### src/rtl/isq_pkg.sv
package isq_pkg;
    localparam int WORD_W = 16;
    localparam int PAY_W  = 12;

    typedef enum logic [2:0] {
        K_PLAIN,
        K_CONT,
        K_SKIP,
        K_BCOND,
        K_BREL,
        K_RETN,
        K_FAR
    } kind_t;

    typedef struct packed {
        kind_t      kind;
        logic [1:0] words;
    } cls_t;

    typedef enum logic [1:0] {
        ST_HEAD,
        ST_TAIL,
        ST_DROP,
        ST_FLUSH
    } seq_st_t;
endpackage

### src/rtl/isq_phase.sv
module isq_phase #(
    parameter int PHASES = 4,
    localparam int PH_W  = $clog2(PHASES)
) (
    input  logic            clk,
    input  logic            rst_n,
    output logic [PH_W-1:0] phase_o,
    output logic            last_o
);
    localparam logic [PH_W-1:0] PH_LAST = PH_W'(PHASES - 1);

    always_ff @(posedge clk or negedge rst_n) begin
        if (!rst_n)
            phase_o <= '0;
        else if (phase_o == PH_LAST)
            phase_o <= '0;
        else
            phase_o <= phase_o + 1'b1;
    end

    assign last_o = (phase_o == PH_LAST);

    // the phase wraps to zero after the last phase
    a_r2_phase_wrap: assert property (@(posedge clk) disable iff (!rst_n)
        last_o |=> (phase_o == '0));
    // otherwise it steps by one
    a_r2_phase_step: assert property (@(posedge clk) disable iff (!rst_n)
        !last_o |=> (phase_o == $past(phase_o) + 1'b1));
endmodule

### src/rtl/isq_classify.sv
module isq_classify
    import isq_pkg::*;
(
    input  logic [WORD_W-1:0] word_i,
    output cls_t              cls_o
);
    logic is_skip;

    always_comb begin
        is_skip = (word_i[15:11] == 5'b01100) ||
                  (word_i[15:13] == 3'b101)   ||
                  (word_i[15:10] == 6'b001011) ||
                  (word_i[15:10] == 6'b001111) ||
                  (word_i[15:10] == 6'b010010) ||
                  (word_i[15:10] == 6'b010011);
    end

    always_comb begin
        cls_o.kind  = K_PLAIN;
        cls_o.words = 2'd1;
        if (word_i[15:12] == 4'hF) begin
            cls_o.kind = K_CONT;
        end else if (word_i[15:4] == 12'h006) begin
            cls_o.words = 2'd3;
        end else if (word_i[15:12] == 4'hC || word_i[15:8] == 8'hEE) begin
            cls_o.words = 2'd2;
        end else if (word_i[15:8] == 8'hEF || word_i[15:9] == 7'b1110110) begin
            cls_o.kind  = K_FAR;
            cls_o.words = 2'd2;
        end else if (word_i[15:11] == 5'b11100) begin
            cls_o.kind = K_BCOND;
        end else if (word_i[15:12] == 4'hD) begin
            cls_o.kind = K_BREL;
        end else if (word_i[15:2] == 14'h0004 || word_i == 16'h0014 ||
                     word_i[15:8] == 8'h0C) begin
            cls_o.kind = K_RETN;
        end else if (is_skip) begin
            cls_o.kind = K_SKIP;
        end
    end
endmodule

### src/rtl/isq_reltgt.sv
module isq_reltgt
    import isq_pkg::*;
#(
    parameter int PCW = 21
) (
    input  logic [PCW-1:0]    pc_i,
    input  logic [WORD_W-1:0] word_i,
    input  logic              long_i,
    output logic [PCW-1:0]    tgt_o
);
    logic [PCW-1:0] off;

    always_comb begin
        if (long_i)
            off = {{(PCW-11){word_i[10]}}, word_i[10:0]};
        else
            off = {{(PCW-8){word_i[7]}}, word_i[7:0]};
        tgt_o = pc_i + PCW'(2) + (off << 1);
    end
endmodule

### src/rtl/insn_sequencer.sv
module insn_sequencer
    import isq_pkg::*;
#(
    parameter int             PCW      = 21,
    parameter logic [PCW-1:0] RESET_PC = '0,
    parameter int             PHASES   = 4,
    localparam int            PH_W     = $clog2(PHASES),
    localparam int            EXT_W    = 2 * PAY_W
) (
    input  logic              clk,
    input  logic              rst_n,
    input  logic [WORD_W-1:0] word_i,
    input  logic              cond_i,
    input  logic [PCW-1:0]    tgt_i,
    output logic [PH_W-1:0]   phase_o,
    output logic [PCW-1:0]    pc_o,
    output logic              issue_o,
    output logic              nop_o,
    output logic [WORD_W-1:0] op_o,
    output logic [EXT_W-1:0]  ext_o
);
    localparam logic [1:0] LEFT_UNK = 2'd3;

    seq_st_t           st_q, st_n;
    logic [PCW-1:0]    pc_q, pc_n, pc_seq, rel_tgt, far_tgt;
    logic [1:0]        left_q, left_n;
    logic              far_q, far_n;
    logic [WORD_W-1:0] op_q, op_n;
    logic [EXT_W-1:0]  ext_q, ext_n;
    logic              iss_q, iss_n, nop_q, nop_n;
    logic              last;
    cls_t              cls;

    isq_phase #(.PHASES(PHASES)) u_phase (
        .clk    (clk),
        .rst_n  (rst_n),
        .phase_o(phase_o),
        .last_o (last)
    );

    isq_classify u_cls (
        .word_i(word_i),
        .cls_o (cls)
    );

    isq_reltgt #(.PCW(PCW)) u_rel (
        .pc_i  (pc_q),
        .word_i(word_i),
        .long_i(cls.kind == K_BREL),
        .tgt_o (rel_tgt)
    );

    assign pc_seq  = pc_q + PCW'(2);
    assign far_tgt = PCW'({word_i[PAY_W-1:0], op_q[7:0], 1'b0});

    // next-state and next-output logic
    always_comb begin
        st_n   = st_q;
        pc_n   = pc_seq;
        left_n = left_q;
        far_n  = far_q;
        op_n   = op_q;
        ext_n  = ext_q;
        iss_n  = 1'b0;
        nop_n  = 1'b0;
        unique case (st_q)
            ST_HEAD: begin
                unique case (cls.kind)
                    K_CONT: nop_n = 1'b1;
                    K_SKIP: begin
                        iss_n = 1'b1;
                        op_n  = word_i;
                        ext_n = '0;
                        if (cond_i) begin
                            st_n   = ST_DROP;
                            left_n = LEFT_UNK;
                        end
                    end
                    K_BCOND: begin
                        iss_n = 1'b1;
                        op_n  = word_i;
                        ext_n = '0;
                        if (cond_i) begin
                            pc_n = rel_tgt;
                            st_n = ST_FLUSH;
                        end
                    end
                    K_BREL: begin
                        iss_n = 1'b1;
                        op_n  = word_i;
                        ext_n = '0;
                        pc_n  = rel_tgt;
                        st_n  = ST_FLUSH;
                    end
                    K_RETN: begin
                        iss_n = 1'b1;
                        op_n  = word_i;
                        ext_n = '0;
                        pc_n  = tgt_i;
                        st_n  = ST_FLUSH;
                    end
                    K_PLAIN, K_FAR: begin
                        op_n  = word_i;
                        ext_n = '0;
                        if (cls.words == 2'd1) begin
                            iss_n = 1'b1;
                        end else begin
                            left_n = cls.words - 2'd1;
                            far_n  = (cls.kind == K_FAR);
                            st_n   = ST_TAIL;
                        end
                    end
                    default: nop_n = 1'b1;
                endcase
            end
            ST_TAIL: begin
                ext_n  = {ext_q[EXT_W-PAY_W-1:0], word_i[PAY_W-1:0]};
                left_n = left_q - 2'd1;
                if (left_q == 2'd1) begin
                    iss_n = 1'b1;
                    st_n  = ST_HEAD;
                    if (far_q)
                        pc_n = far_tgt;
                end
            end
            ST_DROP: begin
                nop_n = 1'b1;
                if (left_q == LEFT_UNK) begin
                    left_n = cls.words - 2'd1;
                    if (cls.words == 2'd1)
                        st_n = ST_HEAD;
                end else begin
                    left_n = left_q - 2'd1;
                    if (left_q == 2'd1)
                        st_n = ST_HEAD;
                end
            end
            ST_FLUSH: begin
                nop_n = 1'b1;
                pc_n  = pc_q;
                st_n  = ST_HEAD;
            end
            default: st_n = ST_HEAD;
        endcase
    end

    // state register, updated at the close of each instruction cycle
    always_ff @(posedge clk or negedge rst_n) begin
        if (!rst_n) begin
            st_q   <= ST_HEAD;
            pc_q   <= RESET_PC;
            left_q <= '0;
            far_q  <= 1'b0;
            op_q   <= '0;
            ext_q  <= '0;
            iss_q  <= 1'b0;
            nop_q  <= 1'b0;
        end else if (last) begin
            st_q   <= st_n;
            pc_q   <= pc_n;
            left_q <= left_n;
            far_q  <= far_n;
            op_q   <= op_n;
            ext_q  <= ext_n;
            iss_q  <= iss_n;
            nop_q  <= nop_n;
        end
    end

    assign pc_o    = pc_q;
    assign issue_o = iss_q;
    assign nop_o   = nop_q;
    assign op_o    = op_q;
    assign ext_o   = ext_q;

    // the address holds inside an instruction cycle
    a_r2_pc_hold: assert property (@(posedge clk) disable iff (!rst_n)
        !last |=> $stable(pc_o));
    // byte addresses stay word aligned
    a_r3_pc_even: assert property (@(posedge clk) disable iff (!rst_n)
        pc_o[0] == 1'b0);
    // a lone continuation word is spent as a no-operation
    a_r4_cont_nop: assert property (@(posedge clk) disable iff (!rst_n)
        (last && st_q == ST_HEAD && word_i[15:12] == 4'hF)
        |=> (nop_o && pc_o == $past(pc_o) + PCW'(2)));
    // every dropped word shows as a no-operation
    a_r6_drop_nop: assert property (@(posedge clk) disable iff (!rst_n)
        (last && st_q == ST_DROP) |=> (nop_o && !issue_o));
    // the flush cycle keeps the target address
    a_r7_flush_hold: assert property (@(posedge clk) disable iff (!rst_n)
        (last && st_q == ST_FLUSH) |=> (nop_o && pc_o == $past(pc_o)));
    // the two status flags are exclusive
    a_r11_flag_excl: assert property (@(posedge clk) disable iff (!rst_n)
        !(issue_o && nop_o));
endmodule

### config.mk
export PLATFORM = sky130hd
export DESIGN_NAME = insn_sequencer
export DESIGN_NICKNAME = d
export VERILOG_FILES = /design/src/rtl/isq_pkg.sv /design/src/rtl/isq_phase.sv /design/src/rtl/isq_classify.sv /design/src/rtl/isq_reltgt.sv /design/src/rtl/insn_sequencer.sv
export SDC_FILE = /design/constraint.sdc
export NUM_CORES = 1
export LEC_CHECK = 0
export BUFFER_PORTS_ARGS = -buffer_cell sky130_fd_sc_hd__buf_2
export CELL_PAD_IN_SITES_DETAIL_PLACEMENT = 0
export CELL_PAD_IN_SITES_GLOBAL_PLACEMENT = 1
export CORE_MARGIN = 2
export CORE_UTILIZATION = 46
export CTS_BUF_LIST = sky130_fd_sc_hd__clkbuf_8
export DETAILED_ROUTE_END_ITERATION = 8
export PLACE_DENSITY_LB_ADDON = 0.15
export SLEW_MARGIN = 20
export SYNTH_ARGS = -nofsm -noshare
export SYNTH_HDL_FRONTEND = slang
export SYNTH_SLANG_ARGS = --single-unit
### constraint.sdc
create_clock -name clk -period 7.5 [get_ports clk]
set_input_delay 0.75 -clock clk [delete_from_list [all_inputs] [get_ports clk]]
set_output_delay 0.75 -clock clk [all_outputs]
set_load 0.005 [all_outputs]
### Word-level counts from Yosys, hierarchy flattened

Cells that the tools add are included.

| word-level totals | value |
|---|---|
| ROM bits | 0 |
| latch bits | 0 |
| input port bits | 40 |
| register bits | 70 |
| memories kept | 0 |
| bits in writable memories | 0 |
| output and inout bits | 65 |
| word-level logic and storage cells | 115 |

| operators by class | value |
|---|---|
| shifts and indexed selects | 0 |
| equality and inequality tests | 36 |
| add/subtract/negate cells | 5 |
| reduce and logical (&&, ||, !) cells | 24 |
| $lt $le $gt $ge | 0 |
| div/mod/pow operators | 0 |
| multiplexer cells | 39 |
| multipliers | 0 |
| bitwise gates (word level) | 2 |

Operator list:

| cell | number |
|---|---|
| $pmux 21 s3 | 2 |
| $mux 21 | 3 |
| $pmux 24 s2 | 1 |
| $mux 2 | 14 |
| $mux 24 | 1 |
| $add 21x2->21 const B | 1 |
| $add 21x21->21 | 1 |
| $mux 3 | 7 |
| $mux 20 | 1 |
| $eq 16x5->1 const B | 1 |
| $eq 8x8->1 const B | 2 |
| $pmux 2 s4 | 2 |
| $eq 14x3->1 const B | 1 |
| $eq 12x3->1 const B | 1 |
| $eq 3x3->1 const B | 4 |
| $eq 4x4->1 const B | 3 |
| $eq 6x4->1 const B | 2 |
| $eq 6x5->1 const B | 2 |
| $ne 3x3->1 const B | 4 |
| $logic_or 1x1->1 | 9 |
| $eq 2x2->1 const B | 4 |
| $eq 8x4->1 const B | 1 |
| $eq 7x7->1 const B | 1 |
| $eq 2x1->1 const B | 3 |
| other kinds (25) | 35 |

### Depth between registers and ports, before layout

Gate-level depths: netlist of the first run.

| depth | value |
|---|---|
| depth after elaboration | 20 |
| depth in mapped cells | 14 |
| gate-level depth less buffers | 13 |

### Hierarchy

A second synthesis of the first run with hierarchy kept.

| second synthesis, totals | value |
|---|---|
| cells, all modules | 623 |
| area total of the unflattened synthesis | 5522.8 um^2 |

By module, submodules not included:

| module | area an instance (um^2) | instances | cells each | seq. area each (um^2) |
|---|---|---|---|---|
| insn_sequencer | 4088.9 | 1 | 436 | 1701.6 |
| isq_reltgt | 1182.4 | 1 | 156 | 0.0 |
| isq_classify | 185.2 | 1 | 27 | 0.0 |
| isq_phase | 66.3 | 1 | 4 | 50.0 |

### Least setup slack after synthesis of the first run

Ideal clock, no wire load.

| timing | value |
|---|---|
| kind | in2reg |
| from | input port word_i[13] |
| to | register pc_q[20], in the netlist pc_o[20] |
| arrival time | 3.437 ns |
| setup slack | 3.937 ns |
| cell stages on the path | 13 |
| buffers on the path | 2 |
| setup time | 0.125 ns |
| data required time | 7.375 ns |
| cells stage by stage | buf_2 nor2b_1 buf_2 a21boi_0 a31o_2 ha_1 and4_1 a221oi_1 o21ai_0 o2111a_1 o41a_1 xnor2_1 o21ai_1 |

| between the ends | value |
|---|---|
| longest elaborated chain between the ends | 20 |
| elaborated cells between the ends (all ways) | 42 |
| classes of those cells | 1 x add/sub; 20 x eq/ne; 12 x mux; 9 x reduce/logical |

RTL lines:

| element | RTL line | RTL |
|---|---|---|
| start, declared | insn_sequencer.sv:12 | `input logic [WORD_W-1:0] word_i,` |
| $eq 5x4->1 or $eq 3x3->1 (tied branches) | isq_classify.sv:10, isq_classify.sv:11 |  |
| $logic_or 1x1->1 | isq_classify.sv:10 | `is_skip = (word_i[15:11] == 5'b01100) \|\|` |
| $logic_or 1x1->1 | isq_classify.sv:11 | `(word_i[15:13] == 3'b101) \|\|` |
| $logic_or 1x1->1 | isq_classify.sv:12 | `(word_i[15:10] == 6'b001011) \|\|` |
| $logic_or 1x1->1 | isq_classify.sv:13 | `(word_i[15:10] == 6'b001111) \|\|` |
| $logic_or 1x1->1 | isq_classify.sv:14 | `(word_i[15:10] == 6'b010010) \|\|` |
| $mux 2 | isq_classify.sv:37 | `end else if (is_skip) begin` |
| $mux 3 | isq_classify.sv:34 | `end else if (word_i[15:2] == 14'h0004 \|\| word_i == 16'h0014 \|\|` |
| [4 not listed] | - |  |
| $mux 3 | isq_classify.sv:23 | `end else if (word_i[15:4] == 12'h006) begin` |
| $mux 3 (*) | isq_classify.sv:21 | `if (word_i[15:12] == 4'hF) begin` |
| $eq 3x3->1 | insn_sequencer.sv:49, insn_sequencer.sv:68 |  |
| $mux 20 | isq_reltgt.sv:14 | `if (long_i)` |
| $add 21x21->21 | isq_reltgt.sv:18 | `tgt_o = pc_i + PCW'(2) + (off << 1);` |
| $mux 21 | insn_sequencer.sv:83 | `if (cond_i) begin` |
| $pmux 21 s3 (*) | insn_sequencer.sv:68 | `unique case (cls.kind)` |
| $pmux 21 s3 (*) | insn_sequencer.sv:66 | `unique case (st_q)` |
| end signal, assigned | insn_sequencer.sv:160 | `pc_q <= pc_n;` |
| end, declared | insn_sequencer.sv:25 | `logic [PCW-1:0] pc_q, pc_n, pc_seq, rel_tgt, far_tgt;` |

Every way passes the cells marked *; elsewhere a longest branch is shown, timed or not.
A chain may end at the register's enable or synchronous reset.

### Worst setup path after layout of the first run

| timing | value |
|---|---|
| from | register pc_q[1], in the netlist pc_o[1] |
| to | register pc_q[20], in the netlist pc_o[20] |

| between the ends | value |
|---|---|
| longest elaborated chain between the ends | 5 |
| elaborated cells between the ends (all ways) | 7 |
| classes of those cells | 2 x add/sub; 5 x mux |

RTL lines:

| element | RTL line |
|---|---|
| $add 21x2->21 (*) | isq_reltgt.sv:18, insn_sequencer.sv:53 |
| $add 21x21->21 | isq_reltgt.sv:18 |
| $mux 21 | insn_sequencer.sv:83 |
| $pmux 21 s3 | insn_sequencer.sv:68 |
| $pmux 21 s3 (*) | insn_sequencer.sv:66 |

Marked as above.

==> reports/results.txt, run 1 <==
Status - finished clean
Area of the core - 10890 um^2
Sequential Power Share - 0.319
Combinational share of power - 0.549
CP Class - reg -> reg
Initial antenna violation count - 0
Number of global-route vias before repair - 4959
Setup ws final - 3.657 ns
Psw - 1.040 mW
Largest net degree at the start of global routing - 71
Antenna diodes - 0
Area Overhead vs Synth - 15.08%
Max Clock Skew - 0.01387 ns
YS warnings - 0
FFs w/ async S/R, synth - 1.000
Ys flop type - dfrtp_1
CTS Root Cell - clkbuf_8
Initial DRT Pass Iterations - 9
Leak Pwr - 2.698 nW
Max Slew Vio Count - 0
CTS Hold Buffers Added - 0
Crit Path Max Fanout - 8
CP Data Arrival Time - 4.10 ns
Power Dens Cells - 380.8 nW/um^2
Worst min-delay path category - reg -> reg
Synth cell types - 66
Port bufs - 104
Post-Synthesis Cells - 578
Final WL - 17.14 mm
DRC - 0
RePlAce Congestion - 0.9319
Endpoints failing setup - 0
Die footprint - 12070 um^2
Setup TNS - 0 ns
Crit-path slowest cell - dfrtp_1
Mean Syn Cell Area - 8.916 um^2
DR iter-0 viols - 527
Critical path launch point type - flop
Syn Nets - 646
RSZ-0062 raised after global routing - no
First-pass GRT wire length - 27.17 mm
Post-DP HPWL - 12.17 mm
Number of max-cap violations - 0
Longest Clk Path Bufs - 2
Required @ worst endpoint - 7.76 ns
Vias - 5177
Setup WS pre-CTS - 3.455 ns
Design Power - 2.258 mW
Fin area - 5931 um^2
Clock-pin slew on the worst setup and hold paths - 0.09 ns
Post-DR wirelength/cell - 21.13 um
Max Clk Rate - 260.2 MHz
Slowest Stage Delay on Critical Path - 0.49 ns
Initial Util - 0.4733
Die X - 109.8 um
CTS tree - done
PostCTS Resize Cnt - 0
Sequential share of the synthesized area - 0.3399
Synth area leader - dfrtp_1
Cell area after synthesis - 5154 um^2
GR Util All Layers - 0.2974
IO Count - 105
Fill cells - 1078
Top cells by area, synth - dfrtp_1, ha_1, a22o_1
Critical path, cell by cell - ha_1 -> and2_1 -> nand4_1 -> xnor2_1 -> ha_1 -> and4_1 -> a221oi_1 -> o21ai_0 -> o2111a_1 -> o41a_1 -> xnor2_1 -> o21ai_1
ANT nets after route - 0
Sw frac - 0.4607
Site Rows - 38
Post-synth EDFFs - 0
Final #Nets - 734
DR vias/cell - 6.383
Clock network power share - 0.132
Num CTS Buffers - 9
Post CTS Setup Buffer Count - 0
Final hold viol count - 0
Top cell type's share of synthesized area - 0.3399
Final Critical Period - 3.843 ns
Layout cells sized above 1 - 0.2340
Dpl cell area - 5749 um^2
Slew headroom - 0.2478
Grt ovf - 0
Peak VDD IR - 0.2009 mV
Pint - 1.218 mW
Crit share post-route - 0.5124
Worst-Skew Late Latency - 0.38 ns
Die Y - 109.8 um
CP Capture Type - flop
H-Tree Depth - 3
CTS Sinks - 70
Synth Register Bits - 70
Slew @ Worst Pin - 1.128 ns
[cells in the final DEF (no fill, tap or decap), types with 15 or more instances in the layout]
cell	n
buf_2	104
nand3_1	18
nor2_1	36
a21oi_1	30
inv_1	21
nand2_1	41
nor3_1	15
ha_1	27
dfrtp_1	70
o21ai_0	49
a22o_1	29
mux2_2	18
[critical path: cells and delay by family, from the launching register on]
family | cells | cell delay (ns)
compound gates | 5 | 1.27
fa+ha+maj | 2 | 0.80
xor+xnor | 2 | 0.61
simple gates | 3 | 0.54
flops | 1 | 0.49
[final timing paths]
| path | startpoint | end | slack, ns | cells after the start |
|---|---|---|---|---|
| setup / recovery | pc_o[1]$_DFFE_PN0P_ | pc_o[20]$_DFFE_PN0P_ | 3.66 | 12 |
| min in group asynchronous | rst_n | ext_o[16]$_DFFE_PN0P_ | 0.59 | 2 |
| max in group asynchronous | rst_n | pc_o[8]$_DFFE_PN0P_ | 6.31 | 2 |
| hold / removal | u_phase.phase_o[0]$_DFF_PN0_ | u_phase.phase_o[0]$_DFF_PN0_ | 0.46 | 1 |
| hold reg to reg | u_phase.phase_o[0]$_DFF_PN0_ | u_phase.phase_o[0]$_DFF_PN0_ | 0.46 | 1 |
| setup reg to reg | pc_o[1]$_DFFE_PN0P_ | pc_o[20]$_DFFE_PN0P_ | 3.66 | 12 |
[Yosys cell counts, types with 3 or more instances]
cell type / n
a211oi_1: 7
a21o_1: 6
a21oi_1: 30
a221o_1: 7
a221oi_1: 11
a222oi_1: 8
a22o_1: 29
a22oi_1: 5
a31o_2: 4
a31oi_1: 8
a32oi_1: 3
and2_1: 5
and3_1: 7
and4_1: 6
buf_2: 10
clkbuf_1: 21
dfrtp_1: 70
ha_1: 27
inv_1: 21
mux2_2: 18
nand2_1: 41
nand2b_1: 9
nand3_1: 18
nand4_1: 7
nor2_1: 37
nor2b_1: 4
nor3_1: 15
nor3b_1: 4
o211ai_1: 6
o21a_1: 10
o21ai_0: 49
o21ai_1: 4
o22ai_1: 6
xnor2_1: 14
xor2_1: 10
[layout make-up]
cell class | count | area [um^2] | share of cell area
inverters | 21 | 78.83 | 0.01329
flip-flops and latches | 70 | 1752 | 0.2954
clock inverters | 7 | 57.56 | 0.009705
multi-input cells | 454 | 3178 | 0.5359
clock buffers | 9 | 123.9 | 0.02089
well taps | 140 | 175.2 | 0.02954
repair buffers | 110 | 565.5 | 0.09536
[flip-flops by register name, summed over array words and instances, names as in the netlist]
name and count:
nop_o 1, issue_o 1, far_q 1, u_phase.phase_o 2
pc_o 21, ext_o 24, left_q 2, st_q 2
op_o 16
[kinds of logic after synthesis]
logic type | Yosys count | synth area share
mux | 20 | 0.04321
buf+inv | 54 | 0.04395
fa+ha+maj | 28 | 0.06943
simple gates | 171 | 0.1746
xor+xnor | 25 | 0.04394
compound gates | 210 | 0.2850
flops | 70 | 0.3399
[power groups by stage]
| stage | clock network (mW) | logic, mW | registers [mW] |
|---|---|---|---|
| 5_1_grt | 0.322 | 1.38 | 0.743 |
| 3_3_place_gp | 0 | 1.20 | 0.717 |
| 6_report | 0.298 | 1.24 | 0.721 |
| 2_1_floorplan | 0 | 0.812 | 0.691 |
| 3_5_place_dp | 0 | 1.22 | 0.728 |
| 4_1_cts | 0.305 | 1.23 | 0.719 |
[per-layer routing]
metal | global-route usage | vias up | share of wire
li1 | - | 2385 | -
met1 | 0.4073 | 2532 | 0.45
met5 | 0 | - | 0
met3 | 0.06461 | 37 | 0.078
met2 | 0.4518 | 223 | 0.44
met4 | 0.1257 | 0 | 0.029
[stage by stage]
| step | cells | util | hold WS [ns] |
|---|---|---|---|
| 2_1_floorplan | 578 | - | 0.4464 |
| 3_3_place_gp | 795 | 0.5280 | 0.4343 |
| 5_1_grt | 811 | 0.5447 | 0.4906 |
| 3_5_place_dp | 795 | 0.5280 | 0.4540 |
| 4_1_cts | 811 | 0.5447 | 0.4721 |
| 6_report | 811 | 0.5447 | 0.4622 |
No activity file was read; power rests on OpenSTA's default activity.
==> run 2: changes to the inputs <==
- CORE_UTILIZATION: 46 -> 39
- clock period: 7.5 -> 3.48 ns (I/O delays scaled with it)
==> run 2 against run 1 <==
Routed wire length grew 8.2%. Sequential power is 110% higher. Setup slack lost 3.5 ns. Non-clock buffer count increased by 26. Combinational power increased by 130%. Clock-buffer cell count is the same. Sequential cell count unchanged. Largest cell class unchanged.
==> reports/results.txt, run 2 (synthesized netlist as in run 1, its figures left out) <==
Status - finished clean
Crit-path slowest cell - or3_4
Area Overhead vs Synth - 20.66%
First-pass GRT wire length - 29.41 mm
Slew @ Worst Pin - 0.9117 ns
Dpl cell area - 5974 um^2
Critical path launch point type - flop
Grt ovf - 0
Clock-pin slew on the worst setup and hold paths - 0.09 ns
CTS Root Cell - clkbuf_8
Met2 Use GR - 0.4256
Initial DRT Pass Iterations - 7
CTS tree - done
Commonest non-fill, non-tap cell in the layout - buf_2
CP Data Arrival Time - 3.54 ns
Max Clk Rate - 305.3 MHz
Final hold viol count - 0
RePlAce Congestion - 0.9727
Met1 Resource Use GR - 0.3561
Number of max-cap violations - 0
Post-DP HPWL - 13.52 mm
Worst min-delay path category - in -> reg
Initial antenna violation count - 0
Area of the core - 12770 um^2
Num CTS Buffers - 9
Fin area - 6218 um^2
DR vias/cell - 6.069
IO Count - 105
Final WL - 18.55 mm
H-Tree Depth - 3
DR iter-0 viols - 571
Endpoints failing setup - 0
Port bufs - 104
Final #Nets - 760
Required @ worst endpoint - 3.74 ns
Crit share post-route - 0.9413
Max Slew Vio Count - 0
Longest Clk Path Bufs - 2
Delay-heaviest family, CP - compound AO/OA/AOI/OAI gates
DRC - 0
Critical path, cell by cell - nand3_2 -> or3_4 -> xnor2_2 -> ha_1 -> and4_1 -> a221oi_1 -> o21ai_0 -> o2111a_1 -> o41a_1 -> xnor2_1 -> o21ai_1
CP Class - reg -> reg
Largest net degree at the start of global routing - 29
Slowest Stage Delay on Critical Path - 0.46 ns
Power Dens Cells - 826.2 nW/um^2
Layout cells sized above 1 - 0.2726
RSZ-0062 raised after global routing - no
ANT nets after route - 0
Buffers & Inverters on Critical Path - 0
Setup TNS - 0 ns
Crit Path Max Fanout - 6
Flop-to-flop setup slack - 0.20 ns
Die Y - 119.0 um
Initial Util - 0.4035
Grt peak-use layer - met2
Die X - 119.0 um
Max Clock Skew - 0.01183 ns
Max reg flops - 24
CTS Sinks - 70
Vias - 5274
Slew headroom - 0.3922
Antenna diodes - 0
Global routing usage on met3 - 0.05316
Site Rows - 41
Post-DR wirelength/cell - 21.34 um
CP Capture Type - flop
Peak VDD IR - 0.3579 mV
Die footprint - 14150 um^2
Leak Pwr - 2.846 nW
GR Util All Layers - 0.2654
Worst-Skew Late Latency - 0.37 ns
Number of global-route vias before repair - 5295
Most frequent cells in the layout - buf_2, dfrtp_1, o21ai_0
Final Critical Period - 3.276 ns
[run 2: cell type report]
cell class	count	area [um^2]
repair buffers	136	763.2
fillers	1290	6555
flip-flops and latches	70	1757
well taps	172	215.2
clock buffers	9	123.9
inverters	21	78.83
clock inverters	7	80.08
multi-input cells	454	3201
[run 2: what timing repair did]
action / CTS / global route
setup endpoints to repair: 0 / 8
buffers inserted: 0 / 0
hold endpoints to repair: 15 / 0
gates resized for setup: 0 / 8
hold buffers: 1 / 0
[run 2: power breakdown]
part	internal (mW)	total, mW	leakage, nW	switching [mW]
Sequential	1.17	1.53	0.876	0.359
Clock	0.342	0.720	0.103	0.377
Combinational	1.31	2.89	1.87	1.58
Total	2.82	5.14	2.85	2.32
[run 2: worst paths after layout]
| check | start | to | cells after the start |
|---|---|---|---|
| min reg2reg | u_phase.phase_o[0]$_DFF_PN0_ | u_phase.phase_o[0]$_DFF_PN0_ | 1 |
| min | word_i[0] | ext_o[0]$_DFFE_PN0P_ | 2 |
| max in group asynchronous | rst_n | pc_o[1]$_DFFE_PN0P_ | 3 |
| max reg2reg | pc_o[7]$_DFFE_PN0P_ | pc_o[20]$_DFFE_PN0P_ | 11 |
| min in group asynchronous | rst_n | ext_o[17]$_DFFE_PN0P_ | 2 |
| max | pc_o[7]$_DFFE_PN0P_ | pc_o[20]$_DFFE_PN0P_ | 11 |
[run 2: per-stage QoR]
stage / instances / hold WS, ns / total power [mW] / utilization / worst slack [ns]
global placement: 852 / 0.2743 / 4.316 / 0.4677 / 0.1880
global route: 869 / 0.3011 / 5.535 / 0.4868 / 0.02151
finish: 869 / 0.2912 / 5.137 / 0.4868 / 0.2044
floorplan: 578 / 0.05241 / 3.240 / - / 0.2249
detailed placement: 852 / 0.2783 / 4.358 / 0.4677 / 0.1585
CTS: 869 / 0.2773 / 5.094 / 0.4845 / 0.09591
[run 2: per-layer routing]
| layer | part of all wire | vias up |
|---|---|---|
| met2 | 0.46 | 220 |
| met3 | 0.061 | 39 |
| met4 | 0.029 | 0 |
| met1 | 0.45 | 2581 |
| met5 | 0 | - |
| li1 | - | 2434 |
==> run 3: changes to the inputs <==
- SYNTH_HIERARCHICAL: unset -> 1
- clock period: 3.48 -> 2.84 ns (I/O delays scaled with it)
==> run 3 against run 2 <==
The run now ends with setup timing left. Routed wire length grew 11%. Clock skew up 0.0026 ns. Final cell count up 19%. Clock-buffer cell count did not move. Core utilization up 10 points. Worst hold slack lost 0.28 ns. Synthesized area increased by 7.2%. Non-clock buffer count increased by 114. First-iteration DRC count decreased by 46%. Power up 18%. Global-route usage is 1.0 points higher. Critical endpoint is now pc_o[19]$_DFFE_PN0P_. Largest power group unchanged.
==> reports/results.txt, run 3 <==
Clock network power share - 0.137
Syn Nets - 710
Final #Nets - 938
Peak VDD IR - 0.3105 mV
DRC - 0
CP Capture Type - flop
Final hold viol count - 0
RSZ-0062 raised after global routing - yes
Max Clk Rate - 265.3 MHz
Final Critical Period - 3.769 ns
Crit-path slowest cell - or4b_1
Endpoints failing setup - 12
Psw - 2.499 mW
GR Util All Layers - 0.2759
Synth Register Bits - 70
Area of the core - 13880 um^2
DR iter-0 viols - 310
CTS Sinks - 70
Combinational share of power - 0.583
Worst min-delay path category - in -> async
Area Overhead vs Synth - 48.57%
Grt ovf - 0
Crit share post-route - 1.327
Synth area leader - dfrtp_1
Antenna diodes - 0
CP Class - in -> reg
Top cells by area, synth - dfrtp_1, ha_1, nand2_1
CP Data Arrival Time - 4.04 ns
Post-DR wirelength/cell - 19.82 um
Port bufs - 104
Final Non-Filler Cells - 1036
Cell area after synthesis - 5523 um^2
Setup ws final - -0.9291 ns
Violated checks - setup timing
Die footprint - 15130 um^2
Number of global-route vias before repair - 5839
Initial Util - 0.3979
Post-DP HPWL - 15.03 mm
Crit Path Max Fanout - 7
Max Slew Vio Count - 0
Core Util, Final - 0.5911
Num CTS Buffers - 9
Slowest Stage Delay on Critical Path - 0.53 ns
Die X - 123 um
Power Dens Cells - 738.6 nW/um^2
Worst-Skew Late Latency - 0.37 ns
Reg2reg path depth - 13
Critical path launch point type - primary input
Status - finished, violations left
Mean Syn Cell Area - 8.865 um^2
CTS Hold Buffers Added - 0
Vias - 5864
Critical path, cell by cell - buf_2 -> or4b_1 -> a21oi_1 -> a311o_2 -> nand2b_4 -> nor2_4 -> buf_6 -> nand2_8 -> buf_12 -> nand2_8 -> ha_4 -> ha_4 -> a21oi_4 -> o21ai_1 -> a21o_1 -> a41o_1 -> a31oi_4 -> xnor2_2 -> mux2i_1 -> o2bb2ai_1 -> a221o_1 -> a31oi_1 -> nor2_1
Initial DRT Pass Iterations - 4
Required @ worst endpoint - 3.11 ns
First-pass GRT wire length - 31.50 mm
Placed insts - 1001
Clock-pin slew on the worst setup and hold paths - 0.09 ns
Initial antenna violation count - 0
Synth cell types - 68
Post-Synthesis Cells - 623
ANT nets after route - 0
Slew headroom - 0.4309
Cell with the most instances after synthesis - nand2_1
Top cell type's share of synthesized area - 0.3172
YS warnings - 6
RePlAce Congestion - 0.9235
Final WL - 20.53 mm
Die Y - 123 um
Number of max-cap violations - 0
Ys flop type - dfrtp_1
Max reg flops - 24
Sequential share of the synthesized area - 0.3172
Slew @ Worst Pin - 0.8537 ns
Fill cells - 1245
IO Count - 105
Largest net degree at the start of global routing - 38
Longest Clk Path Bufs - 2
DR vias/cell - 5.660
Top cells by count, synth - nand2_1, dfrtp_1, ha_1
Sequential Power Share - 0.280
CTS Root Cell - clkbuf_8
H-Tree Depth - 3
CTS tree - done
Commonest non-fill, non-tap cell in the layout - buf_4
Layout cells sized above 1 - 0.4346
Max Clock Skew - 0.01442 ns
Most frequent cells in the layout - buf_4, buf_2, nand2_1
FFs w/ async S/R, synth - 1.000
Pint - 3.561 mW
Leak Pwr - 3.953 nW
Sw frac - 0.4124
Site Rows - 43
Post-synth EDFFs - 0
run 3: logic make-up (layout without fill, tap and decap cells):
family / count (synthesis) / after routing / share of synthesized area
compound gates: 167 / 167 / 0.2150
xor+xnor: 19 / 19 / 0.03013
fa+ha+maj: 47 / 47 / 0.1078
buf+inv: 55 / 287 / 0.04531
flops: 70 / 70 / 0.3172
mux: 40 / 40 / 0.07635
simple gates: 225 / 226 / 0.2082
run 3: path summary, 6_finish.rpt:
path	start	end	slack [ns]
worst min-delay path	rst_n	left_q[1]$_DFFE_PN0P_	0.01
min in group clk	word_i[12]	op_o[12]$_DFFE_PN0P_	0.24
worst max register to register	pc_o[5]$_DFFE_PN0P_	pc_o[14]$_DFFE_PN0P_	-0.35
worst min register to register	u_phase/phase_o[0]$_DFF_PN0_	u_phase/phase_o[0]$_DFF_PN0_	0.45
max in group asynchronous	rst_n	pc_o[11]$_DFFE_PN0P_	2.12
worst max-delay path	word_i[12]	pc_o[19]$_DFFE_PN0P_	-0.93
run 3: final cells by class:
class	count	area, um^2	area share
clock buffer	9	123.9	0.01510
clock inverter	7	66.31	0.008082
inverter	21	78.83	0.009607
multi-input combinational	499	4193	0.5110
sequential	70	1752	0.2135
tap	180	225.2	0.02745
timing repair buffer	250	1767	0.2153
run 3: power groups by stage:
stage          sequential, mW  clock (mW)  combinational (mW)
3_3_place_gp             1.68           0                3.05
2_1_floorplan            1.72           0                1.68
4_1_cts                  1.70       0.852                3.38
5_1_grt                  1.75       0.889                3.88
3_5_place_dp             1.70           0                3.10
6_report                 1.70       0.832                3.53
run 3: worst max-delay path, delay by kind of cell:
family                   cells  cell delay (ns)
AND/OR/NAND/NOR              6             0.93
AO/OA/AOI/OAI               10             1.69
multiplexers                 1             0.13
XOR/XNOR                     1             0.11
buffers and inverters        3             0.38
adder cells (fa/ha/maj)      2             0.49
run 3: metrics by stage:
| step | TNS, ns | hold slack (ns) | power (mW) | instance area, um^2 | setup slack, ns |
|---|---|---|---|---|---|
| after detailed placement | -22.41 | 0.4371 | 4.794 | 7310 | -1.589 |
| after floorplan | -11.76 | -0.01159 | 3.401 | 5752 | -1.248 |
| after global routing | -9.963 | 0.07432 | 6.516 | 8205 | -1.018 |
| after global placement | -21.81 | 0.4187 | 4.725 | 7310 | -1.555 |
| final | -8.554 | 0.01037 | 6.060 | 8205 | -0.9291 |
| after CTS | -8.260 | 0.03014 | 5.930 | 8009 | -0.8848 |
run 3: routing by layer:
layer  vias to the layer above  part of all wire  GRT usage
met5                         -                 0          0
met4                         0             0.022    0.09730
met3                        32             0.054    0.05489
met2                       180              0.48     0.4441
met1                      2886              0.44     0.3689
li1                       2766                 -          -
run 3: timing repair:
item                                    CTS  global route
setup buffers                            13             6
endpoints found under the setup margin   21            19
gates cloned                              1             0
pin swaps                                58            51
resized for setup                        55            29
